<file path="config.mk">
export PLATFORM = sky130hd
export DESIGN_NAME = mdio_poll_engine
export DESIGN_NICKNAME = d
export VERILOG_FILES = /design/src/rtl/mdio_poll_pkg.sv /design/src/rtl/mdio_clk_gen.sv /design/src/rtl/mdio_frame_io.sv /design/src/rtl/mdio_poll_seq.sv /design/src/rtl/mdio_poll_engine.sv
export SDC_FILE = /design/constraint.sdc
export NUM_CORES = 1
export LEC_CHECK = 0
export BUFFER_PORTS_ARGS = -buffer_cell sky130_fd_sc_hd__clkbuf_2
export CORE_UTILIZATION = 40
export CTS_BUF_LIST = sky130_fd_sc_hd__clkbuf_2 sky130_fd_sc_hd__clkbuf_4 sky130_fd_sc_hd__clkbuf_8
export DETAILED_ROUTE_END_ITERATION = 16
export PLACE_DENSITY = 0.62
export SLEW_MARGIN = 20
export SYNTH_ARGS = -nofsm -noshare
export SYNTH_HDL_FRONTEND = slang
export SYNTH_SLANG_ARGS = --single-unit
</file>
<file path="constraint.sdc">
create_clock -name clk -period 4.7 [get_ports clk]
set_input_delay 0.94 -clock clk [delete_from_list [all_inputs] [get_ports clk]]
set_output_delay 0.94 -clock clk [all_outputs]
set_load 0.1 [all_outputs]
</file>
<file path="src/rtl/mdio_poll_pkg.sv">
// Package: mdio_poll_pkg
// Shared frame constants, poll-step type and duplex resolution for the
// MDIO polling engine. Assumes clause-22 read frames of 64 MDC bits.
package mdio_poll_pkg;

    localparam int FRAME_BITS = 64;   // preamble through last data bit
    localparam int DRIVE_BITS = 46;   // bits during which the master drives
    localparam int DATA_FIRST = 48;   // index of the first data bit

    typedef enum logic [1:0] {
        RD_BMSR = 2'd0,   // basic status register
        RD_ADV  = 2'd1,   // own advertisement register
        RD_LPA  = 2'd2    // link partner ability register
    } poll_step_t;

    // Register address read at each step of a PHY visit.
    function automatic logic [4:0] step_reg(poll_step_t s);
        case (s)
            RD_BMSR: return 5'd1;
            RD_ADV:  return 5'd4;
            default: return 5'd5;
        endcase
    endfunction

    // Highest common ability: 100 full > 100 half > 10 full > 10 half.
    function automatic logic resolve_full(logic [15:0] adv, logic [15:0] lpa);
        logic [15:0] common;
        common = adv & lpa;
        if (common[8])      return 1'b1;
        else if (common[7]) return 1'b0;
        else if (common[6]) return 1'b1;
        else                return 1'b0;
    endfunction

endpackage

</file>
<file path="src/rtl/mdio_clk_gen.sv">
// Module: mdio_clk_gen
// Divides the system clock into MDC. MDC toggles every MDC_HALF clocks.
// Also gives one-cycle strobes in the cycle just before MDC rises or falls.
// Assumes MDC_HALF >= 2 so that the frame logic can restart between frames.
module mdio_clk_gen #(
    parameter int MDC_HALF = 20
) (
    input  logic clk,
    input  logic rst_n,
    output logic mdc,
    output logic rise_stb,
    output logic fall_stb
);
    localparam int CW = (MDC_HALF > 1) ? $clog2(MDC_HALF) : 1;
    localparam logic [CW-1:0] TERM = CW'(MDC_HALF - 1);

    logic [CW-1:0] cnt;

    // Half-period counter; MDC flips at terminal count.
    always_ff @(posedge clk) begin
        if (!rst_n) begin
            cnt <= '0;
            mdc <= 1'b0;
        end else if (cnt == TERM) begin
            cnt <= '0;
            mdc <= ~mdc;
        end else begin
            cnt <= cnt + 1'b1;
        end
    end

    assign rise_stb = (cnt == TERM) && !mdc;
    assign fall_stb = (cnt == TERM) &&  mdc;

    // MDC edges only come from the terminal count
    assert_mdc_rate_R3: assert property (@(posedge clk) disable iff (!rst_n)
        ($rose(mdc) || $fell(mdc)) |-> ($past(cnt) == TERM));

endmodule

</file>
<file path="src/rtl/mdio_frame_io.sv">
// Module: mdio_frame_io
// Shifts out one clause-22 read frame and captures its 16 data bits.
// Bits change at MDC fall strobes. Data is sampled at MDC rise strobes.
// A frame starts at the first fall strobe with start high while idle.
// done pulses once rd_data holds the whole word.
module mdio_frame_io
    import mdio_poll_pkg::*;
(
    input  logic        clk,
    input  logic        rst_n,
    input  logic        rise_stb,
    input  logic        fall_stb,
    input  logic        start,
    input  logic [4:0]  phy_addr,
    input  logic [4:0]  reg_addr,
    input  logic        mdio_i,
    output logic        mdio_o,
    output logic        mdio_oe,
    output logic        busy,
    output logic        done,
    output logic [15:0] rd_data
);
    localparam logic [5:0] LAST_BIT = 6'(FRAME_BITS - 1);

    logic [FRAME_BITS-1:0] tx_word;
    logic [5:0]            idx;

    // Frame sequencing: load, advance bit index, capture data, finish.
    always_ff @(posedge clk) begin
        if (!rst_n) begin
            busy    <= 1'b0;
            idx     <= '0;
            tx_word <= '0;
            rd_data <= '0;
            done    <= 1'b0;
        end else begin
            done <= 1'b0;
            if (!busy) begin
                if (start && fall_stb) begin
                    busy    <= 1'b1;
                    idx     <= '0;
                    tx_word <= {32'hFFFF_FFFF, 2'b01, 2'b10, phy_addr, reg_addr,
                                2'b00, 16'h0000};
                end
            end else begin
                if (fall_stb && idx != LAST_BIT)
                    idx <= idx + 1'b1;
                if (rise_stb && idx >= 6'(DATA_FIRST)) begin
                    rd_data <= {rd_data[14:0], mdio_i};
                    if (idx == LAST_BIT) begin
                        busy <= 1'b0;
                        done <= 1'b1;
                    end
                end
            end
        end
    end

    // Drive the current frame bit; release the line for turnaround and data.
    assign mdio_o  = busy ? tx_word[LAST_BIT - idx] : 1'b1;
    assign mdio_oe = busy && (idx < 6'(DRIVE_BITS));

    // the master lets go of the line exactly at the turnaround
    assert_oe_release_R2: assert property (@(posedge clk) disable iff (!rst_n)
        $fell(mdio_oe) |-> (busy && idx == 6'(DRIVE_BITS)));

endmodule

</file>
<file path="src/rtl/mdio_poll_seq.sv">
// Module: mdio_poll_seq
// Walks PHY addresses 0..NUM_PORTS-1 and, for each one, the register steps
// status -> advertisement -> partner ability. It moves on each time a frame
// is done and asks for a new frame whenever the frame engine is idle.
module mdio_poll_seq
    import mdio_poll_pkg::*;
#(
    parameter int NUM_PORTS = 8
) (
    input  logic                         clk,
    input  logic                         rst_n,
    input  logic                         busy,
    input  logic                         done,
    output logic                         start,
    output logic [$clog2(NUM_PORTS)-1:0] port,
    output poll_step_t                   step
);
    localparam int PW = $clog2(NUM_PORTS);
    localparam logic [PW-1:0] LAST_PORT = PW'(NUM_PORTS - 1);

    // Advance step, and port after the last step, on every finished frame.
    always_ff @(posedge clk) begin
        if (!rst_n) begin
            port <= '0;
            step <= RD_BMSR;
        end else if (done) begin
            case (step)
                RD_BMSR: step <= RD_ADV;
                RD_ADV:  step <= RD_LPA;
                default: begin
                    step <= RD_BMSR;
                    port <= (port == LAST_PORT) ? '0 : port + 1'b1;
                end
            endcase
        end
    end

    assign start = !busy;

    // after the last register of the last PHY, go back to PHY 0, status read
    assert_addr_wrap_R1: assert property (@(posedge clk) disable iff (!rst_n)
        (done && step == RD_LPA && port == LAST_PORT) |=> (port == '0 && step == RD_BMSR));

endmodule

</file>
<file path="src/rtl/mdio_poll_engine.sv">
// Module: mdio_poll_engine (top)
// Polls NUM_PORTS PHYs over MDC/MDIO in the background and keeps each
// port's link, duplex and reset outputs. Straps are captured while rst_n
// is low. Assumes PHY address = port number and MDC_HALF >= 2.
module mdio_poll_engine
    import mdio_poll_pkg::*;
#(
    parameter int NUM_PORTS = 8,
    parameter int MDC_HALF  = 20
) (
    input  logic                 clk,
    input  logic                 rst_n,
    output logic                 mdc,
    output logic                 mdio_o,
    output logic                 mdio_oe,
    input  logic                 mdio_i,
    input  logic [NUM_PORTS-1:0] aneg_off_strap,
    input  logic [NUM_PORTS-1:0] duplex_strap,
    input  logic                 force_link_n,
    output logic [NUM_PORTS-1:0] link_up,
    output logic [NUM_PORTS-1:0] full_duplex,
    output logic [NUM_PORTS-1:0] port_rst_n
);
    localparam int PW = $clog2(NUM_PORTS);

    logic          rise_stb, fall_stb;
    logic          start, busy, done;
    logic [15:0]   rd_data;
    logic [PW-1:0] port;
    poll_step_t    step;

    logic [NUM_PORTS-1:0] aneg_off_q, duplex_q, link_q, fdx_q;
    logic                 force_q;
    logic [15:0]          bmsr_tmp, adv_tmp;

    mdio_clk_gen #(.MDC_HALF(MDC_HALF)) u_clk (
        .clk(clk), .rst_n(rst_n), .mdc(mdc),
        .rise_stb(rise_stb), .fall_stb(fall_stb)
    );

    mdio_frame_io u_frame (
        .clk(clk), .rst_n(rst_n), .rise_stb(rise_stb), .fall_stb(fall_stb),
        .start(start), .phy_addr(5'(port)), .reg_addr(step_reg(step)),
        .mdio_i(mdio_i), .mdio_o(mdio_o), .mdio_oe(mdio_oe),
        .busy(busy), .done(done), .rd_data(rd_data)
    );

    mdio_poll_seq #(.NUM_PORTS(NUM_PORTS)) u_seq (
        .clk(clk), .rst_n(rst_n), .busy(busy), .done(done),
        .start(start), .port(port), .step(step)
    );

    // Capture the straps while in reset and hold them afterwards.
    always_ff @(posedge clk) begin
        if (!rst_n) begin
            aneg_off_q <= aneg_off_strap;
            duplex_q   <= duplex_strap;
            force_q    <= !force_link_n;
        end
    end

    // Update per-port link and duplex from each finished read.
    always_ff @(posedge clk) begin
        if (!rst_n) begin
            link_q   <= force_link_n ? '0 : '1;
            fdx_q    <= aneg_off_strap & duplex_strap;
            bmsr_tmp <= '0;
            adv_tmp  <= '0;
        end else if (done) begin
            case (step)
                RD_BMSR: begin
                    bmsr_tmp <= rd_data;
                    if (!force_q)
                        link_q[port] <= rd_data[2];
                end
                RD_ADV: adv_tmp <= rd_data;
                default: begin
                    if (aneg_off_q[port])
                        fdx_q[port] <= duplex_q[port];
                    else if (bmsr_tmp[5])
                        fdx_q[port] <= resolve_full(adv_tmp, rd_data);
                end
            endcase
        end
    end

    assign link_up     = link_q;
    assign port_rst_n  = link_q;
    assign full_duplex = fdx_q;

    // the line is changed only while MDC is low
    assert_mdio_hold_R2: assert property (@(posedge clk) disable iff (!rst_n)
        (mdc && $past(mdc)) |-> ($stable(mdio_o) && $stable(mdio_oe)));

    for (genvar i = 0; i < NUM_PORTS; i++) begin : g_port_chk
        // a forced link never drops
        assert_force_link_R5: assert property (@(posedge clk) disable iff (!rst_n)
            force_q |-> link_up[i]);
        // a strapped port's duplex follows its strap
        assert_strap_duplex_R9: assert property (@(posedge clk) disable iff (!rst_n)
            aneg_off_q[i] |-> (full_duplex[i] == duplex_q[i]));
        // link changes only right after this port's status read
        assert_link_source_R4: assert property (@(posedge clk) disable iff (!rst_n)
            (link_up[i] != $past(link_up[i])) |->
            $past(done && step == RD_BMSR && port == PW'(i)));
        // duplex changes only right after this port's partner read
        assert_duplex_source_R8: assert property (@(posedge clk) disable iff (!rst_n)
            (full_duplex[i] != $past(full_duplex[i])) |->
            $past(done && step == RD_LPA && port == PW'(i)));
    end

endmodule

</file>
# Word-level counts from Yosys, hierarchy flattened
# Index checks and enable logic that the tools add are counted.
# classes
eq_ne,11
muxes,41
reduce_logical,23
bitwise,6
order_cmp,5
n_addsub,4
# op_table
operator,count
8-bit 2-to-1 mux,10
8-bit bitwise mux,3
1-bit 2-to-1 mux,18
6-bit 2-to-1 mux,3
2-bit AND reduction,6
9-bit bitwise AND,1
3-bit AND reduction,3
8-bit bitwise AND,1
1-bit logical AND,7
6-bit by 7-bit < comparator with 1-bit output (second input constant),1
6-bit by 1-bit adder with 6-bit output (second input constant),1
1-bit binary-select mux with 3-bit select,2
1-bit binary-select mux with 6-bit select,1
6-bit equality test (second input constant),1
6-bit >= comparator (second input constant),1
6-bit < comparator (second input constant),1
2-bit inequality test (second input constant),3
6-bit inequality test (second input constant),1
3-bit one-hot mux with 2 select lines,1
6-bit subtractor (first input constant),1
5-bit by 1-bit adder with 5-bit output (second input constant),1
5-bit equality test (second input constant),1
3-bit by 4-bit < comparator with 1-bit output (second input constant),1
2-bit by 1-bit inequality test with 1-bit output (second input constant),2
other kinds (13),19
# word_totals
input_bits,20
regBits,85
word_cells,106

# Depth between registers and ports, before layout
# Gate-level depths: netlist (run 1).
# logic_depth
word_depth,15
ltp_mapped,8
ltp_nobuf,6

# Modules after synthesis
# From an unflattened synthesis (run 1), not the netlist that was laid out.
# unflattened
hier_cells,404
area_unflattened_um2,4131.5
# by_module_without_submodules
mod,area_per_inst_um2,n_inst,seq_area_each_um2,cells_each
mdio_poll_engine,1951.9,1,1071.0,162
mdio_frame_io,1641.6,1,700.7,190
mdio_clk_gen,286.5,1,120.1,29
mdio_poll_seq,251.5,1,100.1,23

# Worst setup path before layout (run 1)
# No wires, ideal clock.
# synth_path
kind,reg-to-output
from,reg u_frame.idx[1]
to,out mdio_oe
t_arrival_ps,2857
required_time_ps,3760
path_stages_with_launch,4
slack_ps,903
cell_sequence,dfxtp_1 -> clkbuf_1 -> a31o_2 -> a21boi_0
# synth_via
elab_chain_cells,2
# synth_lines
element,line_no,source
start: declaration,mdio_frame_io.sv:26,logic [5:0] idx;
start signal: assignment,mdio_frame_io.sv:47,idx <= idx + 1'b1;
6-bit < comparator,mdio_frame_io.sv:61,assign mdio_oe = busy && (idx < 6'(DRIVE_BITS));
1-bit logical AND,mdio_frame_io.sv:61,
end: declaration,mdio_poll_engine.sv:15,"output logic mdio_oe,"
# No other way between the ends.

# Worst setup path after layout (run 1)
# layout_path
from,reg u_frame.idx[0]
to,out mdio_o
# layout_via
elab_chain_cells,4
# layout_lines
element,line_no,source
6-bit subtractor,mdio_frame_io.sv:60,assign mdio_o = busy ? tx_word[LAST_BIT - idx] : 1'b1;
1-bit binary-select mux with 6-bit select,mdio_frame_io.sv:60,
1-bit 2-to-1 mux (implied by the code),mdio_frame_io.sv:60,
1-bit 2-to-1 mux,mdio_frame_io.sv:60,
end: declaration,mdio_poll_engine.sv:14,"output logic mdio_o,"
# No other way between the ends. The select of a mux whose other input is x is not followed.

==> results of run 1 <==
## cells by family after synthesis
kind of cell / after synthesis / synth area share [%]
multiplexers: 20 / 6.30
flip-flops: 71 / 53.2
adder cells (fa/ha/maj): 4 / 1.52
AO/OA/AOI/OAI: 84 / 16.2
AND/OR/NAND/NOR: 104 / 15.4
XOR/XNOR: 6 / 1.59
buffers and inverters: 39 / 5.88
## final cells by class
cell class / instances / area [sq um] / share of cell area, %
Timing Repair Buffer: 47 / 238 / 6.43
Sequential cell: 71 / 1750 / 47.4
Multi-Input combinational cell: 218 / 1350 / 36.5
Clock inverter: 5 / 31.3 / 0.846
Inverter: 13 / 48.8 / 1.32
Clock buffer: 11 / 151 / 4.09
Tap cell: 102 / 128 / 3.45
## cells in the mapped netlist (5+ instances only)
master                      n  area (sq um)
sky130_fd_sc_hd__nand3b_1   6          45.0
sky130_fd_sc_hd__a21oi_1   27           135
sky130_fd_sc_hd__nor2_1    34           128
sky130_fd_sc_hd__o21ai_0   24           120
sky130_fd_sc_hd__mux2i_1   17           170
sky130_fd_sc_hd__and3_1     7          43.8
sky130_fd_sc_hd__edfxtp_1  33           991
sky130_fd_sc_hd__clkbuf_1  11          41.3
sky130_fd_sc_hd__a31oi_1    5          31.3
sky130_fd_sc_hd__dfxtp_1   38           761
sky130_fd_sc_hd__inv_1     13          48.8
sky130_fd_sc_hd__nand3_1   13          65.1
sky130_fd_sc_hd__buf_4      9          67.6
sky130_fd_sc_hd__nand2_1   25          93.8
## worst max path at each step
stage,cells after the start,end,start,slack (ns)
final,5,mdio_o,u_frame.idx[0],1.66
after global routing,5,mdio_o,u_frame.idx[0],1.50
after CTS,5,mdio_o,u_frame.idx[0],1.64
after detailed placement,4,link_up[1],rst_n,1.86
after global placement,4,link_up[3],rst_n,1.93
after floorplan,3,mdio_oe,u_frame.idx[1],0.90
## where the power goes
part           switching [mW]  leakage, nW  total [mW]  internal [mW]
combinational           0.109        0.701       0.134         0.0255
clock                   0.229       0.0917       0.448          0.219
sequential            0.00881        0.633       0.678          0.670
## metal layers
| metal | global-route usage, % | routed length (um) | vias to the layer above |
|---|---|---|---|
| li1 | - | - | 1245 |
| met3 | 4.11 | 263 | 8 |
| met2 | 25.4 | 3020 | 47 |
| met1 | 21.2 | 3160 | 1154 |
| met4 | 7.18 | 98 | 0 |
| met5 | 0 | 0 | - |
==> metrics.txt, run 1 <==
# TYPE chip_impl_metric gauge
chip_impl_info{name="cp_slowest_cell",value="sky130_fd_sc_hd__dfxtp_1"} 1
chip_impl_metric{name="yosysWarnings",unit=""} 0
chip_impl_info{name="worstHoldStart",value="u_clk.cnt[0]"} 1
chip_impl_metric{name="dp_cells",unit=""} 451
chip_impl_info{name="layout_common_cells",value="46 x sky130_fd_sc_hd__clkbuf_2, 38 x sky130_fd_sc_hd__dfxtp_1, 34 x sky130_fd_sc_hd__nor2_1"} 1
chip_impl_metric{name="final-max-slew-violation-count",unit=""} 0
chip_impl_metric{name="hold_violations",unit=""} 0
chip_impl_metric{name="clock_sink_total",unit=""} 71
chip_impl_metric{name="critPathBufInv",unit=""} 1
chip_impl_metric{name="die_height",unit="um"} 92.8
chip_impl_metric{name="first_global_vias",unit=""} 2264
chip_impl_metric{name="cts.repair.resized",unit=""} 0
chip_impl_metric{name="grt_start_max_net_pins",unit=""} 34
chip_impl_info{name="ys.flop_type",value="sky130_fd_sc_hd__dfxtp_1"} 1
chip_impl_metric{name="post_synthesis_instance_area",unit="sq um"} 3300
chip_impl_metric{name="drt-pass1-iter-count",unit=""} 5
chip_impl_metric{name="mean_cell_area_of_the_mapped_netlist",unit="sq um"} 10.0
chip_impl_metric{name="cp_data_arrival_time",unit="ns"} 2.10
chip_impl_metric{name="routedWlPerCell",unit="um"} 14.0
chip_impl_metric{name="cts_setup_buffers",unit=""} 0
chip_impl_metric{name="nets",unit=""} 384
chip_impl_metric{name="leak_pwr",unit="nW"} 1.42
chip_impl_metric{name="final_cell_count_no_fill",unit=""} 467
chip_impl_metric{name="worstRegToRegCells",unit=""} 6
chip_impl_metric{name="design.die.area",unit="sq um"} 8610
chip_impl_metric{name="finalWorstSetupSlack",unit="ns"} 1.66
chip_impl_metric{name="clk_path_buf_depth",unit=""} 2
chip_impl_metric{name="post_synth_num_cell_types",unit=""} 51
chip_impl_metric{name="dpl_worst_slack",unit="ns"} 1.86
chip_impl_metric{name="final_area",unit="sq um"} 3700
chip_impl_info{name="max_flop_register",value="u_frame.rd_data"} 1
chip_impl_metric{name="final_layout_setup_total_negative_slack",unit="ns"} 0
chip_impl_metric{name="timing.max_cap.violations",unit=""} 0
chip_impl_metric{name="drc",unit=""} 0
chip_impl_metric{name="finalHoldWorstSlack",unit="ns"} 0.451
chip_impl_metric{name="antennaDiodeCount",unit=""} 0
chip_impl_metric{name="floorplan.die.width",unit="um"} 92.8
chip_impl_info{name="r2r_end",value="u_frame.rd_data[0]"} 1
chip_impl_metric{name="cts_inserted_buffers",unit=""} 9
chip_impl_metric{name="placedInstanceArea",unit="sq um"} 3520
chip_impl_info{name="tritoncts",value="yes"} 1
chip_impl_metric{name="synth_seq_area_share",unit="%"} 53.2
chip_impl_metric{name="timing.final.crit_share",unit="%"} 64.7
chip_impl_metric{name="clk_slew_on_worst_s_h_paths",unit="ns"} 0.08
chip_impl_metric{name="drive_gt1_share",unit="%"} 20.0
chip_impl_metric{name="fill_cells",unit=""} 807
chip_impl_info{name="rr_startpoint",value="u_clk.cnt[0]"} 1
chip_impl_info{name="min_delay_worst_endpoint",value="u_clk.cnt[0]"} 1
chip_impl_metric{name="grt_antenna_before_repair",unit=""} 0
chip_impl_metric{name="synthCells",unit=""} 328
chip_impl_metric{name="ff2ff_setup_slack",unit="ns"} 1.82
chip_impl_metric{name="postRouteAntennaNets",unit=""} 0
chip_impl_metric{name="timing.critical_path.fanout_max",unit=""} 8
chip_impl_metric{name="grt_remaining_overflow",unit=""} 0
chip_impl_info{name="cts.root.buffer_cell",value="sky130_fd_sc_hd__clkbuf_8"} 1
chip_impl_metric{name="htree_num_levels",unit=""} 3
chip_impl_metric{name="numPortBuffers",unit=""} 46
chip_impl_metric{name="insertion_delay",unit="ns"} 0.34
chip_impl_metric{name="global_route.usage.total",unit="%"} 16.3
chip_impl_metric{name="power_density",unit="nW/um^2"} 341
chip_impl_metric{name="vias_per_cell",unit=""} 5.25
chip_impl_metric{name="worst_clock_skew",unit="ns"} 0.0108
chip_impl_info{name="worst_setup_path_start_kind",value="register"} 1
chip_impl_metric{name="wirelength",unit="um"} 6540
chip_impl_info{name="endpoint_kind",value="output pin"} 1
chip_impl_info{name="cpLargestDelayFamily",value="compound AO/OA/AOI/OAI gates"} 1
chip_impl_metric{name="first_iter_violations",unit=""} 172
chip_impl_metric{name="largest_register_ffs",unit=""} 9
chip_impl_info{name="layout.cells.most_common",value="sky130_fd_sc_hd__clkbuf_2"} 1
chip_impl_metric{name="finalWorstPathRequiredPeriod",unit="ns"} 3.04
chip_impl_metric{name="num_io_pins",unit=""} 47
chip_impl_info{name="rsz0062_at_grt",value="false"} 1
chip_impl_info{name="outcome",value="finished clean"} 1
chip_impl_metric{name="setup_viol_count_final",unit=""} 0
chip_impl_metric{name="wire_length_of_the_first_global_routing_pass",unit="um"} 10800
chip_impl_metric{name="hpwl",unit="um"} 4560
chip_impl_metric{name="timing.critical_path.slowest_cell_delay",unit="ns"} 0.48
chip_impl_info{name="hold_path.class",value="reg -> reg"} 1
chip_impl_metric{name="worst_hold_path.num_cells",unit=""} 1
chip_impl_metric{name="relSlewSlack",unit="%"} 33.4
chip_impl_metric{name="ctsHoldBuffers",unit=""} 0
chip_impl_metric{name="areaGrowthSynthToFinish",unit="%"} 12.2
chip_impl_metric{name="timing_worst_slew_pin_value",unit="ns"} 0.985
chip_impl_metric{name="report.power.total",unit="mW"} 1.26
chip_impl_metric{name="core_area",unit="sq um"} 7850
chip_impl_metric{name="vdd_ir_drop_max",unit="mV"} 0.129
chip_impl_info{name="timing_worst_setup_path_type",value="reg -> out"} 1
chip_impl_metric{name="critical_path_required",unit="ns"} 3.76
chip_impl_metric{name="initial_core_util",unit="%"} 42.0
chip_impl_metric{name="routed-via-count",unit=""} 2454
chip_impl_metric{name="std_cell_rows",unit=""} 32
chip_impl_metric{name="synth-edff-count",unit=""} 33
chip_impl_metric{name="synth-async-reset-ratio",unit="%"} 0
chip_impl_metric{name="place_congestion",unit=""} 0.787
chip_impl_info{name="cp_cell_instances",value="mux2_2, a311oi_1, a211oi_1, a21o_1, clkbuf_2"} 1
chip_impl_metric{name="yosys_register_bits",unit=""} 71
chip_impl_metric{name="syn-num-nets",unit=""} 352
chip_impl_metric{name="clock.fmax",unit="MHz"} 329
chip_impl_metric{name="utilization",unit="%"} 47.1
(Power assumes the default switching activity.)
==> inputs of run 2 (changes only) <==
Clock period 4.7 ns to 2.9 ns, I/O delays scaled along.
==> run 2 against run 1 <==
  * Global-route usage is 0.31 points higher
  * Die area did not move
  * Sequential share of layout area decreased by 0.35 points
  * Setup slack got worse by 1.4 ns
  * Non-clock buffer count grew 5
  * Total power increased by 60%
  * Utilization up 0.35 points
  * Worst hold slack worse by 0.030 ns
  * Clock power increased by 54%
  * Combinational power up 65%
  * Sequential cell count stayed put
  * Clock-buffer cell count fell by 1
  * Largest power group unchanged
==> metrics.txt, run 2 (same netlist as run 1, synthesis figures left out) <==
# TYPE chip_impl_metric gauge
chip_impl_info{name="endpoint_kind",value="output pin"} 1
chip_impl_metric{name="final_layout_setup_total_negative_slack",unit="ns"} 0
chip_impl_info{name="worst_setup_path_start_kind",value="register"} 1
chip_impl_metric{name="power_density",unit="nW/um^2"} 541
chip_impl_info{name="hold_path.class",value="in -> reg"} 1
chip_impl_metric{name="numPortBuffers",unit=""} 46
chip_impl_info{name="layout.cells.most_common",value="sky130_fd_sc_hd__clkbuf_2"} 1
chip_impl_metric{name="timing_worst_slew_pin_value",unit="ns"} 0.733
chip_impl_info{name="max_flop_register",value="u_frame.rd_data"} 1
chip_impl_metric{name="timing.critical_path.slowest_cell_delay",unit="ns"} 0.48
chip_impl_metric{name="relSlewSlack",unit="%"} 51.1
chip_impl_metric{name="cts.repair.resized",unit=""} 0
chip_impl_metric{name="initial_core_util",unit="%"} 42.0
chip_impl_info{name="cts.root.buffer_cell",value="sky130_fd_sc_hd__clkbuf_8"} 1
chip_impl_info{name="tritoncts",value="yes"} 1
chip_impl_metric{name="grt_start_max_net_pins",unit=""} 30
chip_impl_metric{name="first_iter_violations",unit=""} 129
chip_impl_info{name="layout_common_cells",value="46 x sky130_fd_sc_hd__clkbuf_2, 38 x sky130_fd_sc_hd__dfxtp_1, 34 x sky130_fd_sc_hd__nor2_1"} 1
chip_impl_metric{name="drt-pass1-iter-count",unit=""} 4
chip_impl_metric{name="hpwl",unit="um"} 4770
chip_impl_metric{name="routed-via-count",unit=""} 2489
chip_impl_metric{name="floorplan.die.width",unit="um"} 92.8
chip_impl_metric{name="ctsHoldBuffers",unit=""} 0
chip_impl_info{name="cp_slowest_cell",value="sky130_fd_sc_hd__dfxtp_1"} 1
chip_impl_metric{name="vias_per_cell",unit=""} 5.27
chip_impl_info{name="rsz0062_at_grt",value="false"} 1
chip_impl_info{name="outcome",value="finished clean"} 1
chip_impl_metric{name="antennaDiodeCount",unit=""} 0
chip_impl_metric{name="htree_num_levels",unit=""} 3
chip_impl_metric{name="clock.fmax",unit="MHz"} 378
chip_impl_metric{name="timing.max_cap.violations",unit=""} 0
chip_impl_info{name="cp_cell_instances",value="mux2_2, a311oi_1, a211oi_1, a21o_1, clkbuf_2"} 1
chip_impl_metric{name="cp_data_arrival_time",unit="ns"} 2.07
chip_impl_metric{name="global_route.usage.total",unit="%"} 16.6
chip_impl_info{name="timing_worst_setup_path_type",value="reg -> out"} 1
chip_impl_metric{name="final-max-slew-violation-count",unit=""} 0
chip_impl_metric{name="utilization",unit="%"} 47.5
chip_impl_metric{name="drive_gt1_share",unit="%"} 21.1
chip_impl_metric{name="clk_path_buf_depth",unit=""} 2
chip_impl_metric{name="num_io_pins",unit=""} 47
chip_impl_metric{name="globalRouteMet1Util",unit="%"} 21.4
chip_impl_metric{name="areaGrowthSynthToFinish",unit="%"} 13.1
chip_impl_metric{name="nets",unit=""} 389
chip_impl_metric{name="std_cell_rows",unit=""} 32
chip_impl_metric{name="cts_inserted_buffers",unit=""} 9
chip_impl_info{name="gr_peak_layer",value="met2"} 1
chip_impl_metric{name="largest_register_ffs",unit=""} 9
chip_impl_metric{name="fill_cells",unit=""} 767
chip_impl_metric{name="wirelength",unit="um"} 6600
chip_impl_metric{name="grt_util_met2",unit="%"} 26.2
chip_impl_metric{name="postRouteAntennaNets",unit=""} 0
chip_impl_metric{name="worst_clock_skew",unit="ns"} 0.00827
chip_impl_metric{name="setup_viol_count_final",unit=""} 0
chip_impl_metric{name="timing.final.crit_share",unit="%"} 91.2
chip_impl_metric{name="core_area",unit="sq um"} 7850
chip_impl_metric{name="finalWorstPathRequiredPeriod",unit="ns"} 2.65
chip_impl_metric{name="hold_violations",unit=""} 0
chip_impl_metric{name="global_route.usage.met3",unit="%"} 3.86
chip_impl_metric{name="drc",unit=""} 0
chip_impl_metric{name="wire_length_of_the_first_global_routing_pass",unit="um"} 11000
chip_impl_metric{name="insertion_delay",unit="ns"} 0.34
chip_impl_metric{name="grt_antenna_before_repair",unit=""} 0
chip_impl_metric{name="routedWlPerCell",unit="um"} 14.0
chip_impl_metric{name="timing.critical_path.fanout_max",unit=""} 8
chip_impl_metric{name="first_global_vias",unit=""} 2336
chip_impl_metric{name="leak_pwr",unit="nW"} 1.46
chip_impl_metric{name="vdd_ir_drop_max",unit="mV"} 0.224
chip_impl_metric{name="grt_remaining_overflow",unit=""} 0
chip_impl_metric{name="cts_setup_buffers",unit=""} 0
chip_impl_metric{name="clock_sink_total",unit=""} 71
chip_impl_metric{name="die_height",unit="um"} 92.8
chip_impl_metric{name="critical_path_required",unit="ns"} 2.32
chip_impl_metric{name="place_congestion",unit=""} 0.783
chip_impl_metric{name="design.die.area",unit="sq um"} 8610
chip_impl_metric{name="clk_slew_on_worst_s_h_paths",unit="ns"} 0.08
[run 2: through the flow]
stage	area [sq um]	total power [mW]	cells	hold WS (ns)	setup WS, ns
floorplan	3300	1.30	328	0.418	0.202
global placement	3550	1.34	456	0.428	0.628
detailed placement	3550	1.34	456	0.441	0.561
CTS	3730	2.04	472	0.402	0.236
global route	3730	2.10	472	0.402	0.156
finish	3730	2.01	472	0.421	0.255
[run 2: path summary, 6_finish.rpt]
kind                            slack [ns]       startpoint             end  cells past startpoint
worst min-delay path                  0.42  duplex_strap[7]     duplex_q[7]                      1
worst max register to register        0.52    u_seq.port[1]  full_duplex[3]                      5
worst max-delay path                  0.25   u_frame.idx[0]          mdio_o                      5
worst min register to register        0.45     u_clk.cnt[0]    u_clk.cnt[0]                      1
[run 2: where the power goes]
group / switching [mW] / internal [mW]
registers: 0.0161 / 1.09
logic: 0.178 / 0.0430
clock network: 0.363 / 0.329
total: 0.557 / 1.46
[run 2: worst max-delay path: cells and delay by family, from the launching register on]
kind	cells	cell delay, ns
buffers and inverters	1	0.36
DFF	1	0.48
muxes	1	0.37
AOI/OAI and AO/OA	3	0.52
[run 2: final cells by class]
cell class | instances | area (sq um) | area share, %
Sequential cell | 71 | 1750 | 47.0
Clock buffer | 10 | 138 | 3.69
Inverter | 13 | 48.8 | 1.31
Tap cell | 102 | 128 | 3.43
Timing Repair Buffer | 52 | 275 | 7.39
Multi-Input combinational cell | 218 | 1350 | 36.2
Clock inverter | 6 | 35.0 | 0.940
[run 2: metal layers]
layer	up-vias	part of all wire (%)
li1	1250	-
met1	1175	49
met2	53	46
met3	11	3.9
met4	0	1.6
met5	-	0
